### config.mk
export PLATFORM = sky130hd
export DESIGN_NAME = flash_prog_seq
export DESIGN_NICKNAME = d
export VERILOG_FILES = /design/src/rtl/flprog_pkg.sv /design/src/rtl/flash_prog_dp.sv /design/src/rtl/flash_prog_ctrl.sv /design/src/rtl/flash_prog_seq.sv
export SDC_FILE = /design/constraint.sdc
export NUM_CORES = 1
export LEC_CHECK = 0
export BUFFER_PORTS_ARGS = -buffer_cell sky130_fd_sc_hd__buf_2
export CORE_ASPECT_RATIO = 0.8
export CORE_MARGIN = 1.5
export CORE_UTILIZATION = 56
export CTS_BUF_LIST = sky130_fd_sc_hd__clkbuf_4 sky130_fd_sc_hd__clkbuf_8
export CTS_CLUSTER_DIAMETER = 100
export DETAILED_ROUTE_END_ITERATION = 12
export HOLD_SLACK_MARGIN = 0.03
export PLACE_DENSITY = 0.82
export SETUP_SLACK_MARGIN = 0.2
export SLEW_MARGIN = 15
export SYNTH_ARGS = -nofsm -noshare
export SYNTH_HDL_FRONTEND = slang
export SYNTH_SLANG_ARGS = --single-unit
export TNS_END_PERCENT = 1
### constraint.sdc
create_clock -name clk -period 2.19 [get_ports clk]
set_input_delay 0.438 -clock clk [delete_from_list [all_inputs] [get_ports clk]]
set_output_delay 0.438 -clock clk [all_outputs]
set_load 0.03 [all_outputs]
### src/rtl/flprog_pkg.sv
package flprog_pkg;
  typedef enum logic [1:0] {ADR_UNLK1, ADR_UNLK2, ADR_WORD} addrSel_e;
  typedef enum logic [2:0] {DAT_AA, DAT_55, DAT_A0, DAT_F0, DAT_WORD} dataSel_e;

  typedef struct packed {
    logic     busGo;
    logic     busRead;
    addrSel_e addrSel;
    dataSel_e dataSel;
    logic     loadRange;
    logic     loadWord;
    logic     incAddr;
    logic     clrPoll;
    logic     incPoll;
  } ctrlStrb_t;

  localparam logic [11:0] UNLK1_ADDR = 12'h555;
  localparam logic [11:0] UNLK2_ADDR = 12'h2AA;
endpackage

### src/rtl/flash_prog_dp.sv
module flash_prog_dp
  import flprog_pkg::*;
#(
  parameter int ADDR_W     = 21,
  parameter int DATA_W     = 16,
  parameter int SETUP_CYC  = 1,
  parameter int PULSE_CYC  = 2,
  parameter int RECOV_CYC  = 1,
  parameter int POLL_LIMIT = 4096
) (
  input  logic              clk,
  input  logic              rstN,
  input  ctrlStrb_t         strb,
  input  logic [ADDR_W-1:0] startAddr,
  input  logic [ADDR_W-1:0] endAddr,
  input  logic [DATA_W-1:0] wrData,
  input  logic [DATA_W-1:0] flDin,
  output logic [ADDR_W-1:0] flAddr,
  output logic [DATA_W-1:0] flDout,
  output logic              flWeN,
  output logic              flOeN,
  output logic              busDone,
  output logic [ADDR_W-1:0] curAddr,
  output logic              atEnd,
  output logic              statusOk,
  output logic              statusErr,
  output logic              pollLast
);
  localparam int MAX_PH = (SETUP_CYC > PULSE_CYC) ?
                          ((SETUP_CYC > RECOV_CYC) ? SETUP_CYC : RECOV_CYC) :
                          ((PULSE_CYC > RECOV_CYC) ? PULSE_CYC : RECOV_CYC);
  localparam int PH_W   = $clog2(MAX_PH + 1);
  localparam int POLL_W = $clog2(POLL_LIMIT + 1);

  typedef enum logic [1:0] {B_IDLE, B_SET, B_PUL, B_REC} busPh_e;

  busPh_e            busPh;
  logic [PH_W-1:0]   phCnt;
  logic              isRead;
  logic [ADDR_W-1:0] endReg;
  logic [DATA_W-1:0] dataReg;
  logic [DATA_W-1:0] statusReg;
  logic [POLL_W-1:0] pollCnt;
  logic [ADDR_W-1:0] busAddr;
  logic [DATA_W-1:0] busData;

  always_comb begin
    unique case (strb.addrSel)
      ADR_UNLK1: busAddr = ADDR_W'(UNLK1_ADDR);
      ADR_UNLK2: busAddr = ADDR_W'(UNLK2_ADDR);
      default:   busAddr = curAddr;
    endcase
    unique case (strb.dataSel)
      DAT_AA:  busData = DATA_W'(8'hAA);
      DAT_55:  busData = DATA_W'(8'h55);
      DAT_A0:  busData = DATA_W'(8'hA0);
      DAT_F0:  busData = DATA_W'(8'hF0);
      default: busData = dataReg;
    endcase
  end

  // word context: address range, data, poll budget
  always_ff @(posedge clk or negedge rstN) begin
    if (!rstN) begin
      curAddr <= '0;
      endReg  <= '0;
      dataReg <= '0;
      pollCnt <= '0;
    end else begin
      if (strb.loadRange) begin
        curAddr <= startAddr;
        endReg  <= endAddr;
      end else if (strb.incAddr) begin
        curAddr <= curAddr + 1'b1;
      end
      if (strb.loadWord) dataReg <= wrData;
      if (strb.clrPoll) pollCnt <= '0;
      else if (strb.incPoll) pollCnt <= pollCnt + 1'b1;
    end
  end

  // one bus cycle: setup, strobe low, recovery, then a done pulse
  always_ff @(posedge clk or negedge rstN) begin
    if (!rstN) begin
      busPh     <= B_IDLE;
      phCnt     <= '0;
      isRead    <= 1'b0;
      flAddr    <= '0;
      flDout    <= '0;
      flWeN     <= 1'b1;
      flOeN     <= 1'b1;
      busDone   <= 1'b0;
      statusReg <= '0;
    end else begin
      busDone <= 1'b0;
      unique case (busPh)
        B_IDLE: if (strb.busGo) begin
          flAddr <= busAddr;
          flDout <= busData;
          isRead <= strb.busRead;
          phCnt  <= PH_W'(SETUP_CYC - 1);
          busPh  <= B_SET;
        end
        B_SET: if (phCnt == '0) begin
          flWeN <= isRead;
          flOeN <= !isRead;
          phCnt <= PH_W'(PULSE_CYC - 1);
          busPh <= B_PUL;
        end else phCnt <= phCnt - 1'b1;
        B_PUL: if (phCnt == '0) begin
          flWeN <= 1'b1;
          flOeN <= 1'b1;
          if (isRead) statusReg <= flDin;
          phCnt <= PH_W'(RECOV_CYC - 1);
          busPh <= B_REC;
        end else phCnt <= phCnt - 1'b1;
        default: if (phCnt == '0) begin
          busPh   <= B_IDLE;
          busDone <= 1'b1;
        end else phCnt <= phCnt - 1'b1;
      endcase
    end
  end

  assign atEnd     = (curAddr == endReg);
  assign statusOk  = (statusReg[7] == dataReg[7]);
  assign statusErr = statusReg[5];
  assign pollLast  = (pollCnt == POLL_W'(POLL_LIMIT - 1));
endmodule

### src/rtl/flash_prog_ctrl.sv
module flash_prog_ctrl
  import flprog_pkg::*;
(
  input  logic      clk,
  input  logic      rstN,
  input  logic      start,
  input  logic      wrValid,
  input  logic      busDone,
  input  logic      statusOk,
  input  logic      statusErr,
  input  logic      pollLast,
  input  logic      atEnd,
  output ctrlStrb_t strb,
  output logic      wrReady,
  output logic      busy,
  output logic      done,
  output logic      error
);
  typedef enum logic [2:0] {S_IDLE, S_FETCH, S_CMD, S_POLL, S_RECHK, S_ABORT, S_DONE, S_FAIL} state_e;

  state_e     state, stateNx;
  logic [1:0] cmdIdx, cmdIdxNx;
  logic       inFlight;
  logic       busState;

  always_comb begin
    strb         = '0;
    strb.addrSel = ADR_WORD;
    strb.dataSel = DAT_WORD;
    stateNx      = state;
    cmdIdxNx     = cmdIdx;
    wrReady      = 1'b0;
    busState     = (state inside {S_CMD, S_POLL, S_RECHK, S_ABORT});
    strb.busGo   = busState && !inFlight;
    case (state)
      S_IDLE, S_DONE, S_FAIL: if (start) begin
        strb.loadRange = 1'b1;
        stateNx        = S_FETCH;
      end
      S_FETCH: begin
        wrReady = 1'b1;
        if (wrValid) begin
          strb.loadWord = 1'b1;
          strb.clrPoll  = 1'b1;
          cmdIdxNx      = 2'd0;
          stateNx       = S_CMD;
        end
      end
      S_CMD: begin
        case (cmdIdx)
          2'd0: begin strb.addrSel = ADR_UNLK1; strb.dataSel = DAT_AA; end
          2'd1: begin strb.addrSel = ADR_UNLK2; strb.dataSel = DAT_55; end
          2'd2: begin strb.addrSel = ADR_UNLK1; strb.dataSel = DAT_A0; end
          default: ;
        endcase
        if (busDone) begin
          if (cmdIdx == 2'd3) stateNx = S_POLL;
          else cmdIdxNx = cmdIdx + 2'd1;
        end
      end
      S_POLL: begin
        strb.busRead = 1'b1;
        if (busDone) begin
          if (statusOk) begin
            if (atEnd) stateNx = S_DONE;
            else begin strb.incAddr = 1'b1; stateNx = S_FETCH; end
          end else if (statusErr) stateNx = S_RECHK;
          else if (pollLast) stateNx = S_ABORT;
          else strb.incPoll = 1'b1;
        end
      end
      S_RECHK: begin
        strb.busRead = 1'b1;
        if (busDone) begin
          if (statusOk) begin
            if (atEnd) stateNx = S_DONE;
            else begin strb.incAddr = 1'b1; stateNx = S_FETCH; end
          end else stateNx = S_ABORT;
        end
      end
      S_ABORT: begin
        strb.dataSel = DAT_F0;
        if (busDone) stateNx = S_FAIL;
      end
      default: stateNx = S_IDLE;
    endcase
  end

  always_ff @(posedge clk or negedge rstN) begin
    if (!rstN) begin
      state    <= S_IDLE;
      cmdIdx   <= 2'd0;
      inFlight <= 1'b0;
    end else begin
      state  <= stateNx;
      cmdIdx <= cmdIdxNx;
      if (strb.busGo) inFlight <= 1'b1;
      else if (busDone) inFlight <= 1'b0;
    end
  end

  assign busy  = !(state inside {S_IDLE, S_DONE, S_FAIL});
  assign done  = (state == S_DONE);
  assign error = (state == S_FAIL);
endmodule

### src/rtl/flash_prog_seq.sv
module flash_prog_seq
  import flprog_pkg::*;
#(
  parameter int ADDR_W     = 21,
  parameter int DATA_W     = 16,
  parameter int SETUP_CYC  = 1,
  parameter int PULSE_CYC  = 2,
  parameter int RECOV_CYC  = 1,
  parameter int POLL_LIMIT = 4096
) (
  input  logic              clk,
  input  logic              rstN,
  input  logic              start,
  input  logic [ADDR_W-1:0] startAddr,
  input  logic [ADDR_W-1:0] endAddr,
  input  logic [DATA_W-1:0] wrData,
  input  logic              wrValid,
  output logic              wrReady,
  output logic [ADDR_W-1:0] flAddr,
  output logic [DATA_W-1:0] flDout,
  input  logic [DATA_W-1:0] flDin,
  output logic              flWeN,
  output logic              flOeN,
  output logic              busy,
  output logic              done,
  output logic              error,
  output logic [ADDR_W-1:0] failAddr
);
  ctrlStrb_t         strb;
  logic              busDone, atEnd, statusOk, statusErr, pollLast;
  logic [ADDR_W-1:0] curAddr;

  flash_prog_ctrl u_ctrl (
    .clk(clk), .rstN(rstN), .start(start), .wrValid(wrValid),
    .busDone(busDone), .statusOk(statusOk), .statusErr(statusErr),
    .pollLast(pollLast), .atEnd(atEnd), .strb(strb), .wrReady(wrReady),
    .busy(busy), .done(done), .error(error)
  );

  flash_prog_dp #(
    .ADDR_W(ADDR_W), .DATA_W(DATA_W), .SETUP_CYC(SETUP_CYC),
    .PULSE_CYC(PULSE_CYC), .RECOV_CYC(RECOV_CYC), .POLL_LIMIT(POLL_LIMIT)
  ) u_dp (
    .clk(clk), .rstN(rstN), .strb(strb), .startAddr(startAddr),
    .endAddr(endAddr), .wrData(wrData), .flDin(flDin), .flAddr(flAddr),
    .flDout(flDout), .flWeN(flWeN), .flOeN(flOeN), .busDone(busDone),
    .curAddr(curAddr), .atEnd(atEnd), .statusOk(statusOk),
    .statusErr(statusErr), .pollLast(pollLast)
  );

  assign failAddr = error ? curAddr : '0;
endmodule

# --- Word-level counts from Yosys, hierarchy flattened ---
# Cells that the tools add are included.
classes:
  addsub: 4
  n_mul: 0
  n_div: 0
  order_cmp: 0
  n_eq_ne: 32
  n_shift: 0
  mux: 61
  n_bitwise: 0
  n_reduce_logical: 28
ops:
  columns: ["cell", "n"]
  rows:
  - ["16-bit case mux with 4 select lines", 1]
  - ["21-bit two-way mux", 3]
  - ["21-bit case mux with 2 select lines", 1]
  - ["3-bit two-way mux", 12]
  - ["13-bit two-way mux", 2]
  - ["2-bit two-way mux", 12]
  - ["1-bit two-way mux", 22]
  - ["21-bit by 1-bit adder with 21-bit output (second input constant)", 1]
  - ["21-bit == test", 1]
  - ["3-bit case mux with 6 select lines", 1]
  - ["5-bit case mux with 3 select lines", 1]
  - ["13-bit by 1-bit adder with 13-bit output (second input constant)", 1]
  - ["13-bit by 12-bit == test with 1-bit output (second input constant)", 1]
  - ["3-bit by 2-bit == test with 1-bit output (second input constant)", 4]
  - ["3-bit == test (second input constant)", 4]
  - ["2-bit by 1-bit inequality test with 1-bit output (second input constant)", 6]
  - ["2-bit case mux with 3 select lines", 2]
  - ["2-bit nonzero test", 6]
  - ["2-bit inequality test (second input constant)", 5]
  - ["2-bit zero test", 4]
  - ["4-bit AND reduction", 2]
  - ["8-bit AND reduction", 1]
  - ["2-bit by 1-bit == test with 1-bit output (second input constant)", 3]
  - ["2-bit == test (second input constant)", 3]
  - ["18 further kinds", 26]
totals:
  ff_bits: 130
  latchBits: 0
  ramBits: 0
  rom_bits: 0
  inputBits: 78
  elab_cells: 141
  mem_count: 0

# --- Logic depth before layout (Yosys ltp) ---
# Gate-level depths: netlist (run 1).
depth:
  word_depth: 8
  depth_mapped: 8

# --- By module ---
# From an unflattened synthesis (run 1), not the netlist that was laid out.
unflattened:
  hier_cells: 637
  area_unflattened_um2: 6446.2
by_module_without_submodules:
  columns: ["module", "instances", "cells_per_inst", "area_each_um2"]
  rows:
  - ["flash_prog_dp", 1, 530, 5511.5]
  - ["flash_prog_ctrl", 1, 84, 762.0]
  - ["flash_prog_seq", 1, 23, 172.7]

# --- Worst setup path before layout (run 1) ---
# Ideal clock, no wire load.
synth_path:
  path_kind: "reg2out"
  from: "register u_ctrl.state[0]"
  to: "output failAddr[10]"
  arrival_ns: 1.765
  slack_ns: -0.013
  path_stages_with_launch: 6
  path_buffers: 2
  cell_sequence: "dfrtp_1 > clkbuf_1 > inv_1 > nor2_1 > clkbuf_1 > and2_1"
synth_between:
  elab_chain_len: 2
synth_rtl:
  columns: ["element", "line_no", "source"]
  rows:
  - ["start, declared", "flash_prog_ctrl.sv:21", "state_e state, stateNx;"]
  - ["start signal, assigned", "flash_prog_ctrl.sv:95", "state <= stateNx;"]
  - ["3-bit == test", "flash_prog_ctrl.sv:104", "assign error = (state == S_FAIL);"]
  - ["via error", "flash_prog_seq.sv:26", "output logic error,"]
  - ["21-bit two-way mux", "flash_prog_seq.sv:51", "assign failAddr = error ? curAddr : '0;"]
  - ["end, declared", "flash_prog_seq.sv:27", "output logic [ADDR_W-1:0] failAddr"]
# The timed path passes the listed nets, and every way through them passes these cells.

# --- Worst setup path in the final report (run 1) ---
layout_path:
  from: "register u_ctrl.state[0]"
  to: "output failAddr[0]"
layout_between:
  elab_chain_len: 2
layout_rtl:
  columns: ["element", "line_no"]
  rows:
  - ["3-bit == test", "flash_prog_ctrl.sv:104"]
  - ["21-bit two-way mux", "flash_prog_seq.sv:51"]
# Every way passes these cells.

==> run metrics, run 1 <==
status finished, final reports clean; via-per-instance ratio around 5.8; Clock Skews 10.89 ps; Tightest Hold Check Type primary input to flip-flop; pwr dens 1433 nW/um^2; Via Count 5,897; sequential share of the synthesized area 48.85%; Mean Syn Cell Area 9.005 um^2; hold path start wrData[9]; drt pass-1 iters 5; row count 34; die area 12,000 um^2; Max IR drop VDD 663.0 uV; Core Util, Final 73.16%; crit share post-route a little over nine tenths; worst hold slack 198.9 ps; Die Ht 98.30 um; DP HPWL 12,070 um; I/O pin cnt 142; Req. time, crit path 1750 ps; Area Overhead vs Synth 26.31%; GRT Util Overall 29.31%; Worst Hold Depth 3; final setup violation count 0; Min Clock Period, post-route 2146 ps; final RePlAce weighted congestion 0.9081; RSZ-0062 raised after global routing yes; root buf cell clkbuf_8; clk sinks 124; fraction of registers with async set/reset between 90% and 100%; fillers roughly 790; Fmax 0.4660 GHz; worst slew pin tran between 500 and 600 ps; vias in the first global route 5,598; final layout net count 958; DRT iter0 DRCs 505; crit path capture type output port; GR Overflow Total 0; Primary FF master, synth dfrtp_1; kind of critical path flip-flop to output port; CP startpoint u_ctrl.state[0]; Fin. Hold Viols 0; Rel. slew slack approximately three fifths; DRT Wirelength 17,420 um; initial antenna violation count 1; reg-to-reg slack, setup around 80 ps; crit path max fanout 10; Routed Antenna Nets 0; Worst Reg-to-Reg Cells 7; reg2reg start u_ctrl.state[2]; number of port buffers 127; first-pass GRT wire length 27,480 um; max-slew violations 0; largest net degree at the start of global routing between 50 and 60; syn nets 798; Synth cell types 63; DRC Markers 0; maximum buffer depth of the clock tree 2; setup_tns 0 ps; type of origin of the critical path flip-flop; Pleak 3.900 nW; Synthesis Warnings 0; die width 122.1 um; EDFF count, synth 0; Max Cap Viol 0; drt wl/cell ~17 um; #FFs+latches synth approximately 120; TritonCTS Buffers 17; design area 8030 um^2; Power, Total 11.51 mW; Syn Std Cell Area 6357 um^2; Skew-Pair Late Insertion Delay 430 ps; share of layout cells above drive strength 1 28.85%; Worst-path clk slew roughly 70 ps; Core ar. 10,980 um^2; Crit Reg-Reg Endpoint u_dp.pollCnt[9]; Hold Crit Endpoint u_dp.dataReg[9]; Mapped Cells slightly above 700; CTS tree yes; DP Area 7331 um^2; Arr. time, crit path between 1500 and 2000 ps; antenna cells 0; H-tree levels 4; Starting Density around 58%
## area by class of cell
cell class | count | area [um^2] | area share, %
Clock buffer | 19 | 261.5 | 3.256
Clock inverter | 11 | 121.4 | 1.511
Inverter | 20 | 78.83 | 0.9816
Multi-Input combinational cell | 521 | 3128 | 38.95
Sequential cell | 124 | 3107 | 38.69
Tap cell | 144 | 180.2 | 2.244
Timing Repair Buffer | 182 | 1154 | 14.37
## synth_stat cells, types with 2 or more instances
| library cell | instances | area [um^2] |
|---|---|---|
| buf_2 | 8 | 40.04 |
| mux2i_1 | 2 | 20.02 |
| nor3_2 | 3 | 30.03 |
| o21ai_1 | 14 | 70.07 |
| o211ai_2 | 2 | 25.02 |
| nand4_2 | 2 | 25.02 |
| dfstp_2 | 2 | 52.55 |
| ha_1 | 14 | 175.2 |
| or3_1 | 7 | 43.79 |
| and2_1 | 24 | 150.1 |
| a22o_1 | 10 | 87.58 |
| and3_1 | 3 | 18.77 |
| inv_1 | 20 | 75.07 |
| xnor2_1 | 12 | 105.1 |
| mux2_2 | 4 | 45.04 |
| nand4_1 | 5 | 31.28 |
| nand2_1 | 183 | 686.9 |
| o21ai_0 | 40 | 200.2 |
| o211ai_1 | 3 | 22.52 |
| nand3_1 | 21 | 105.1 |
| o2111ai_1 | 6 | 52.55 |
| a31oi_1 | 10 | 62.56 |
| or4_1 | 2 | 15.01 |
| a21oi_1 | 26 | 130.1 |
| nor4_1 | 8 | 50.05 |
| o22ai_1 | 2 | 12.51 |
| clkbuf_1 | 31 | 116.4 |
| o22a_1 | 3 | 26.28 |
| nand2b_1 | 2 | 12.51 |
| and4_1 | 2 | 17.52 |
| o31ai_1 | 4 | 30.03 |
| xor2_1 | 31 | 271.5 |
| dfrtp_1 | 122 | 3053 |
| nor2_1 | 40 | 150.1 |
| nor3_1 | 10 | 50.05 |
## timing repair
item,4_1_cts,5_1_grt
setup endpoints to repair,49,80
hold endpoints to repair,20,0
setup buffers,11,1
resized for setup,43,10
hold buffers,1,0
cloned,2,0
pin swaps,4,2
## cell usage in the layout, fill, tap and decap left out, types with 4 or more instances in the layout
| cell type | count |
|---|---|
| nor2_1 | 37 |
| and2_1 | 22 |
| a21oi_1 | 25 |
| nor4_2 | 4 |
| nand2_1 | 182 |
| xnor2_1 | 12 |
| clkinv_2 | 4 |
| nor4_1 | 4 |
| xor2_1 | 31 |
| o31ai_1 | 4 |
| mux2_2 | 4 |
| buf_2 | 106 |
| a31oi_1 | 10 |
| a22o_1 | 10 |
| ha_1 | 14 |
| o21ai_1 | 14 |
| nor3_2 | 4 |
| nand4_1 | 5 |
| o21ai_0 | 39 |
| nor3_1 | 8 |
| buf_4 | 64 |
| dfrtp_1 | 121 |
| or3_1 | 7 |
| o2111ai_1 | 5 |
| clkbuf_8 | 19 |
| inv_1 | 19 |
| buf_6 | 10 |
| nand3_1 | 20 |
## logic make-up (layout without fill, tap and decap cells)
kind of cell,count (synthesis),in the layout,synth area share [%]
XOR/XNOR,44,44,6.180
flip-flops,124,124,48.85
buffers and inverters,62,232,3.956
AO/OA/AOI/OAI,136,137,14.15
AND/OR/NAND/NOR,320,320,23.09
multiplexers,6,6,1.023
adder cells (fa/ha/maj),14,14,2.755
## metrics by stage
step	setup WS, ps	cells
floorplan	182.6	706
global placement	85.85	976
detailed placement	-20.77	976
CTS	109.7	1020
global route	-15.22	1021
finish	44.00	1021
## where the power goes
group          internal, mW  switching [mW]  leakage [nW]
Clock                  1.05           0.902         0.193
Sequential             3.27           0.802          1.55
Combinational          2.04            3.44          2.16
Total                  6.36            5.15          3.90
## critical path, cell delays in order, from the launching register on
cell and delay [ps]:
dfrtp_1 390, buf_6 150, clkinvlp_4 120, nor2_4 140, buf_6 150, and2_1 180
buf_6 140
## worst max path at each step
stage / to / slack, ps / cells after the start
2_1_floorplan: failAddr[10] / 180 / 5
3_3_place_gp: u_dp.curAddr[17] / 90 / 6
3_5_place_dp: u_dp.curAddr[17] / -20 / 6
4_1_cts: failAddr[0] / 110 / 6
5_1_grt: u_dp.pollCnt[9] / -20 / 7
6_report: failAddr[0] / 40 / 6
## state kept, by name (all words and copies together) (netlist names), 2 cells and up
signal          flops
u_dp.curAddr       21
u_dp.endReg        21
u_dp.flAddr        21
u_dp.dataReg       16
u_dp.flDout        16
u_dp.pollCnt       13
u_ctrl.state        3
u_ctrl.cmdIdx       2
u_dp.busPh          2
u_dp.phCnt          2
u_dp.statusReg      2
## routing by layer
| metal | GRT usage (%) | wire [um] | vias up |
|---|---|---|---|
| met5 | 0 | 12 | - |
| met2 | 45.72 | 8104 | 274 |
| met3 | 5.783 | 1176 | 52 |
| met1 | 41.25 | 7686 | 2840 |
| li1 | - | - | 2729 |
| met4 | 9.928 | 439 | 2 |
(Power assumes the default switching activity.)
==> run 2, diff against run 1 <==
Settings changed: CORE_UTILIZATION 56 to 61, PLACE_DENSITY 0.82 to 0.88.
Clock period 2.19 ns to 2.5 ns, I/O delays scaled along.
==> run metrics, run 2 (synthesized netlist as in run 1, its figures left out) <==
Tightest Hold Check Type primary input to asynchronous set/reset pin (was primary input to flip-flop); initial antenna violation count 0 (was 1); first-pass GRT wire length 27,060 um (was 27,480 um); hold_buf cts 0 (was 1); final layout net count 942 (was 958); root buf cell clkbuf_8 (unchanged); Fin. Hold Viols 0 (unchanged); Min Clock Period, post-route ~2300 ps; DRT iter0 DRCs 562 (was 505); DRT Wirelength 16,870 um (was 17,420 um); P_int 5.224 mW (was 6.360 mW); Max IR drop VDD 707.3 uV (was 663.0 uV); worst-path cell with the longest stage delay dfrtp_2 (was dfrtp_1); vias in the first global route 5,618 (was 5,598); die width 117.1 um (was 122.1 um); Rel. slew slack 57.68% (was 60.68%); Routed Antenna Nets 0 (unchanged); number of port buffers 127 (unchanged); commonest non-fill, non-tap cell in the layout nand2_1 (unchanged); crit path buf inv count 3 (was 4); Core ar. 10,200 um^2 (was 10,980 um^2); Slowest Stage Delay on Critical Path 380 ps (was 390 ps); RSZ-0062 raised after global routing yes (unchanged); clk sinks 124 (unchanged); commonest cells after routing, fill and taps aside nand2_1, buf_2, dfrtp_1, nor2_1, buf_4 (was nand2_1, dfrtp_1, buf_2, buf_4, o21ai_0); Critical Path, Cell by Cell buf_4 > nand2_1 > nor2_1 > buf_6 > and2_1 > buf_2 (was buf_6 > clkinvlp_4 > nor2_4 > buf_6 > and2_1 > buf_6); DP Area 7278 um^2 (was 7331 um^2); Switch Pwr 4.429 mW (was 5.147 mW); Seq pwr share 37.5% (was 35.4%); crit path capture type output port (unchanged); TritonCTS Buffers 17 (unchanged); worst hold slack 73.19 ps (was 198.9 ps); max-slew violations 0 (unchanged); CTS tree yes (unchanged); crit share post-route 92.99%; largest net degree at the start of global routing 50 (was 58); die area 11,050 um^2 (was 12,000 um^2); Via Count 5,825 (was 5,897); Combinational Power Share 46.2% (was 47.6%); crit path max fanout 20 (was 10); maximum buffer depth of the clock tree 2 (unchanged); Pleak 3.771 nW (was 3.900 nW); drt pass-1 iters 6 (was 5); GRT Util Overall 32.45% (was 29.31%); Arr. time, crit path 1820 ps (was 1710 ps); final setup violation count 0 (unchanged); Worst-path clk slew 70 ps (about the same); Starting Density 62.34% (was 57.92%); H-tree levels 4 (unchanged); Req. time, crit path 2000 ps (was 1750 ps); kind of critical path flip-flop to output port (unchanged); Die Ht 94.31 um (was 98.30 um); DRC Markers 0 (unchanged); Sw Share 45.88% (was 44.73%); Skew-Pair Late Insertion Delay 450 ps (was 430 ps); I/O pin cnt 142 (unchanged); Max Cap Viol 0 (unchanged); DP HPWL 11,990 um (was 12,070 um); status finished, final reports clean (unchanged); Core Util, Final 75.39% (was 73.16%); Clock Skews 14.10 ps (was 10.89 ps); fillers 715 (was 785); CP top delay family buffers and inverters (unchanged); setup_tns 0 ps (unchanged); drt wl/cell 16.80 um (was 17.06 um); Largest regs u_dp.curAddr x21, u_dp.endReg x21, u_dp.flAddr x21 (unchanged); Worst Reg-to-Reg Cells 7 (unchanged); row count 33 (was 34); critical path depth 6 (unchanged); design area 7689 um^2 (was 8030 um^2); Fmax around 0.43 GHz; worst slew pin tran 634.9 ps (was 589.7 ps); share of layout cells above drive strength 1 26.54% (was 28.85%); Power, Total 9.654 mW (was 11.51 mW); type of origin of the critical path flip-flop (unchanged); Area Overhead vs Synth 20.94% (was 26.31%); clock power share 16.3% (was 17.0%); via-per-instance ratio 5.802 (was 5.776); GR Overflow Total 0 (unchanged); final RePlAce weighted congestion 0.9123 (was 0.9081); pwr dens 1256 nW/um^2 (was 1433 nW/um^2)
run 2: worst register-to-register path, delay by kind of cell (launching register included):
family | cells | cell delay, ps
XOR/XNOR | 1 | 210
flip-flops | 1 | 490
AO/OA/AOI/OAI | 2 | 470
AND/OR/NAND/NOR | 3 | 740
buffers and inverters | 1 | 230
run 2: worst paths after layout:
kind | start | to | slack (ps)
worst max-delay path | u_ctrl.state[2] | failAddr[4] | 180
worst min-delay path | rstN | u_dp.flDout[13] | 70
worst max register to register | u_dp.curAddr[16] | u_ctrl.state[0] | 250
worst min register to register | u_dp.flDout[11] | u_dp.flDout[11] | 460
max in group asynchronous | rstN | u_ctrl.state[1] | 1700
min in group clk | wrData[8] | u_dp.dataReg[8] | 250
run 2: timing repair:
| action | CTS | global route |
|---|---|---|
| setup endpoints to repair | 23 | 37 |
| pin swaps | 0 | 1 |
| gates resized for setup | 7 | 1 |
| setup buffers | 3 | 2 |
run 2: layout make-up:
type                       count  area (um^2)  share of cell area, %
multi-input combinational    520         3015                  39.22
clock buffer                  19        255.2                  3.320
tap                          140        175.2                  2.278
sequential                   124         3109                  40.44
timing repair buffer         167        957.2                  12.45
inverter                      20        78.83                  1.025
antenna                        1        2.502                0.03255
clock inverter                13        95.09                  1.237
run 2: metal layers:
layer  track usage, %  routed length (um)  vias to the layer above
met5                0                   0                        -
met4            10.14                 344                        0
met3            8.710                1504                       37
met2            51.22                7911                      277
met1            44.03                7110                     2822
li1                 -                   -                     2689
run 2: power groups by stage:
stage          Sequential (mW)  Clock, mW  Combinational (mW)
2_1_floorplan             3.99          0                2.46
3_3_place_gp              3.57          0                4.12
3_5_place_dp              3.64          0                4.29
4_1_cts                   3.59       1.58                4.40
5_1_grt                   3.71       1.69                4.90
6_report                  3.62       1.57                4.46
run 2: per-stage QoR:
| step | instances | setup slack [ps] |
|---|---|---|
| floorplan | 706 | 234.8 |
| global placement | 966 | 364.5 |
| detailed placement | 966 | 267.4 |
| CTS | 1001 | 188.7 |
| global route | 1003 | 109.2 |
| finish | 1004 | 175.3 |
==> run 3, diff against run 2 <==
Settings changed: ABC_AREA set to 1.
==> run metrics, run 3 <==
Max Cap Viol 0 (unchanged); Tightest Hold Check Type primary input to flip-flop (was primary input to asynchronous set/reset pin); Arr. time, crit path 1740 ps (was 1820 ps); max-slew violations 0 (unchanged); most common cell in the netlist nand2_1 (unchanged); Req. time, crit path 2000 ps (about the same); commonest cells after routing, fill and taps aside nand2_1, buf_2, dfrtp_1, nor2_1, inv_1 (was nand2_1, buf_2, dfrtp_1, nor2_1, buf_4); I/O pin cnt 142 (unchanged); Rel. slew slack 50.05% (was 57.68%); row count 33 (unchanged); vias in the first global route 5,921 (was 5,618); sequential share of the synthesized area 46.69% (was 48.85%); via-per-instance ratio 5.486 (was 5.802); Worst-path clk slew 70 ps (about the same); drt wl/cell 15.02 um (was 16.80 um); largest net degree at the start of global routing 68 (was 50); DRT Wirelength 17,600 um (was 16,870 um); antenna cells 0 (was 1); Die Ht 96.40 um (was 94.31 um); final layout net count 1,112 (was 942); drt pass-1 iters 5 (was 6); maximum buffer depth of the clock tree 2 (unchanged); Clock Skews 7.695 ps (was 14.10 ps); Core ar. 10,450 um^2 (was 10,200 um^2); clk sinks 124 (unchanged); setup_tns 0 ps (unchanged); initial antenna violation count 0 (unchanged); top cells by area, synth dfrtp_1, nand2_1, o21ai_0 (was dfrtp_1, nand2_1, xor2_1); Max IR drop VDD 871.6 uV (was 707.3 uV); Syn Std Cell Area 6651 um^2 (was 6357 um^2); Starting Density 63.67% (was 62.34%); H-tree levels 4 (unchanged); Adder-Cell Fraction of Synth Area 2.634% (was 2.755%); fillers 798 (was 715); Synth top area share 45.90% (was 48.02%); EDFF count, synth 0 (unchanged); Mapped Cells 888 (was 706); Mean Syn Cell Area 7.490 um^2 (was 9.005 um^2); die width 119.7 um (was 117.1 um); XOR/XNOR Fraction of Synth Area 1.843% (was 6.180%); Synthesis Warnings 0 (unchanged); die area 11,540 um^2 (was 11,050 um^2); DP HPWL 12,500 um (was 11,990 um); Via Count 6,430 (was 5,825); Fmax 0.4462 GHz (was 0.4302 GHz); syn nets 980 (was 798); first-pass GRT wire length 28,580 um (was 27,060 um); Setup Fix Bufs, Post-CTS 0 (was 3); kind of critical path flip-flop to output port (unchanged); Min Clock Period, post-route 2241 ps (was 2325 ps); fraction of registers with async set/reset 100.0% (unchanged); TritonCTS Buffers 17 (unchanged); Area Overhead vs Synth 19.00% (was 20.94%); CTS tree yes (unchanged); DRT iter0 DRCs 629 (was 562); Synth cell types 41 (was 63); RSZ-0062 raised after global routing yes (unchanged); Primary FF master, synth dfrtp_1 (unchanged); Core Util, Final 75.77% (was 75.39%); Routed Antenna Nets 0 (unchanged); crit share post-route 89.65% (was 92.99%); crit path max fanout 12 (was 20); largest family of logic cells by synthesized area simple AND/OR/NAND/NOR gates (unchanged); Synth Area in Compound Gates 11.32% (was 14.15%); multiplexer share of the synthesized area 0.4891% (was 1.023%); type of origin of the critical path flip-flop (unchanged); GRT Util Overall 32.09% (was 32.45%); commonest non-fill, non-tap cell in the layout nand2_1 (unchanged); worst hold slack 263.6 ps (was 73.19 ps); DRC Markers 0 (unchanged); pwr dens 1245 nW/um^2 (was 1256 nW/um^2); Reg area 3108 um^2 (was 3109 um^2); root buf cell clkbuf_8 (unchanged); post-synth top area cell dfrtp_1 (unchanged); number of port buffers 127 (unchanged); Fin. Hold Viols 0 (unchanged); #FFs+latches synth 124 (unchanged); Skew-Pair Late Insertion Delay 440 ps (was 450 ps); worst slew pin tran 741.5 ps (was 634.9 ps); final RePlAce weighted congestion 0.8962 (was 0.9123); Pleak 4.115 nW (was 3.771 nW); Largest regs u_dp.curAddr x21, u_dp.endReg x21, u_dp.flAddr x21 (unchanged); status finished, final reports clean (unchanged); final setup violation count 0 (unchanged); top cells by count, synth nand2_1, dfrtp_1, nor2_1 (was nand2_1, dfrtp_1, nor2_1, o21ai_0); crit path capture type output port (unchanged); simple-gate area share of the yosys netlist 29.55% (was 23.09%); area occupied by multi-input gates 3054 um^2 (was 3015 um^2); share of layout cells above drive strength 1 21.41% (was 26.54%); GR Overflow Total 0 (unchanged); reg-to-reg slack, setup 300 ps (was 250 ps)
==> run 3: timing repair <==
item,CTS,global route
gates resized for setup,3,1
endpoints found under the hold margin,24,0
setup endpoints to repair,13,19
hold buffers,1,0
==> run 3: metrics by stage <==
stage                     area [um^2]  total power, mW  worst slack (ps)  cells
after floorplan                  6654            6.632             357.6    888
after global placement           7486            7.735             400.6   1140
after detailed placement         7486            7.939             288.9   1140
after CTS                        7913            9.805             244.1   1172
after global routing             7915            10.55             101.5   1172
final                            7915            9.857             258.9   1172
==> run 3: logic make-up (layout without fill, tap and decap cells) <==
group,after synthesis,in the layout
XOR/XNOR,14,14
AO/OA/AOI/OAI,129,129
buffers and inverters,123,267
flip-flops,124,124
AND/OR/NAND/NOR,481,481
adder cells (fa/ha/maj),14,14
multiplexers,3,3
==> run 3: report_power, final <==
group / internal (mW) / switching (mW)
registers: 2.83 / 0.690
clock network: 1.06 / 0.768
logic: 1.45 / 3.06
==> run 3: cell type report <==
type / instances / area share (%)
sequential: 124 / 39.27
inverter: 92 / 4.363
tap: 140 / 2.213
multi-input combinational: 641 / 38.59
clock inverter: 6 / 1.043
clock buffer: 25 / 4.189
timing repair buffer: 144 / 10.34
==> run 3: path summary, 6_finish.rpt <==
kind,from,endpoint,depth (start not counted)
setup / recovery,u_ctrl.state[2],failAddr[9],6
hold / removal,wrData[15],u_dp.dataReg[15],3
setup reg to reg,u_dp.curAddr[0],u_dp.curAddr[16],11
hold reg to reg,u_dp.dataReg[12],u_dp.dataReg[12],2
max in group asynchronous,rstN,u_dp.curAddr[9],3
min in group asynchronous,rstN,u_dp.curAddr[2],2
==> run 3: worst max-delay path, stage by stage (launching register included) <==
cell     delay [ps]
dfrtp_2         460
inv_2           100
nor2_2          150
inv_2           120
buf_12          170
nor2_1           90
buf_2           210
==> run 3: routing by layer <==
metal	GRT usage, %	vias up	part of all wire (%)
met4	10.52	0	2.0
met2	50.91	320	46
met1	43.78	2987	43
li1	-	3086	-
met5	0	-	0
met3	8.333	37	8.9
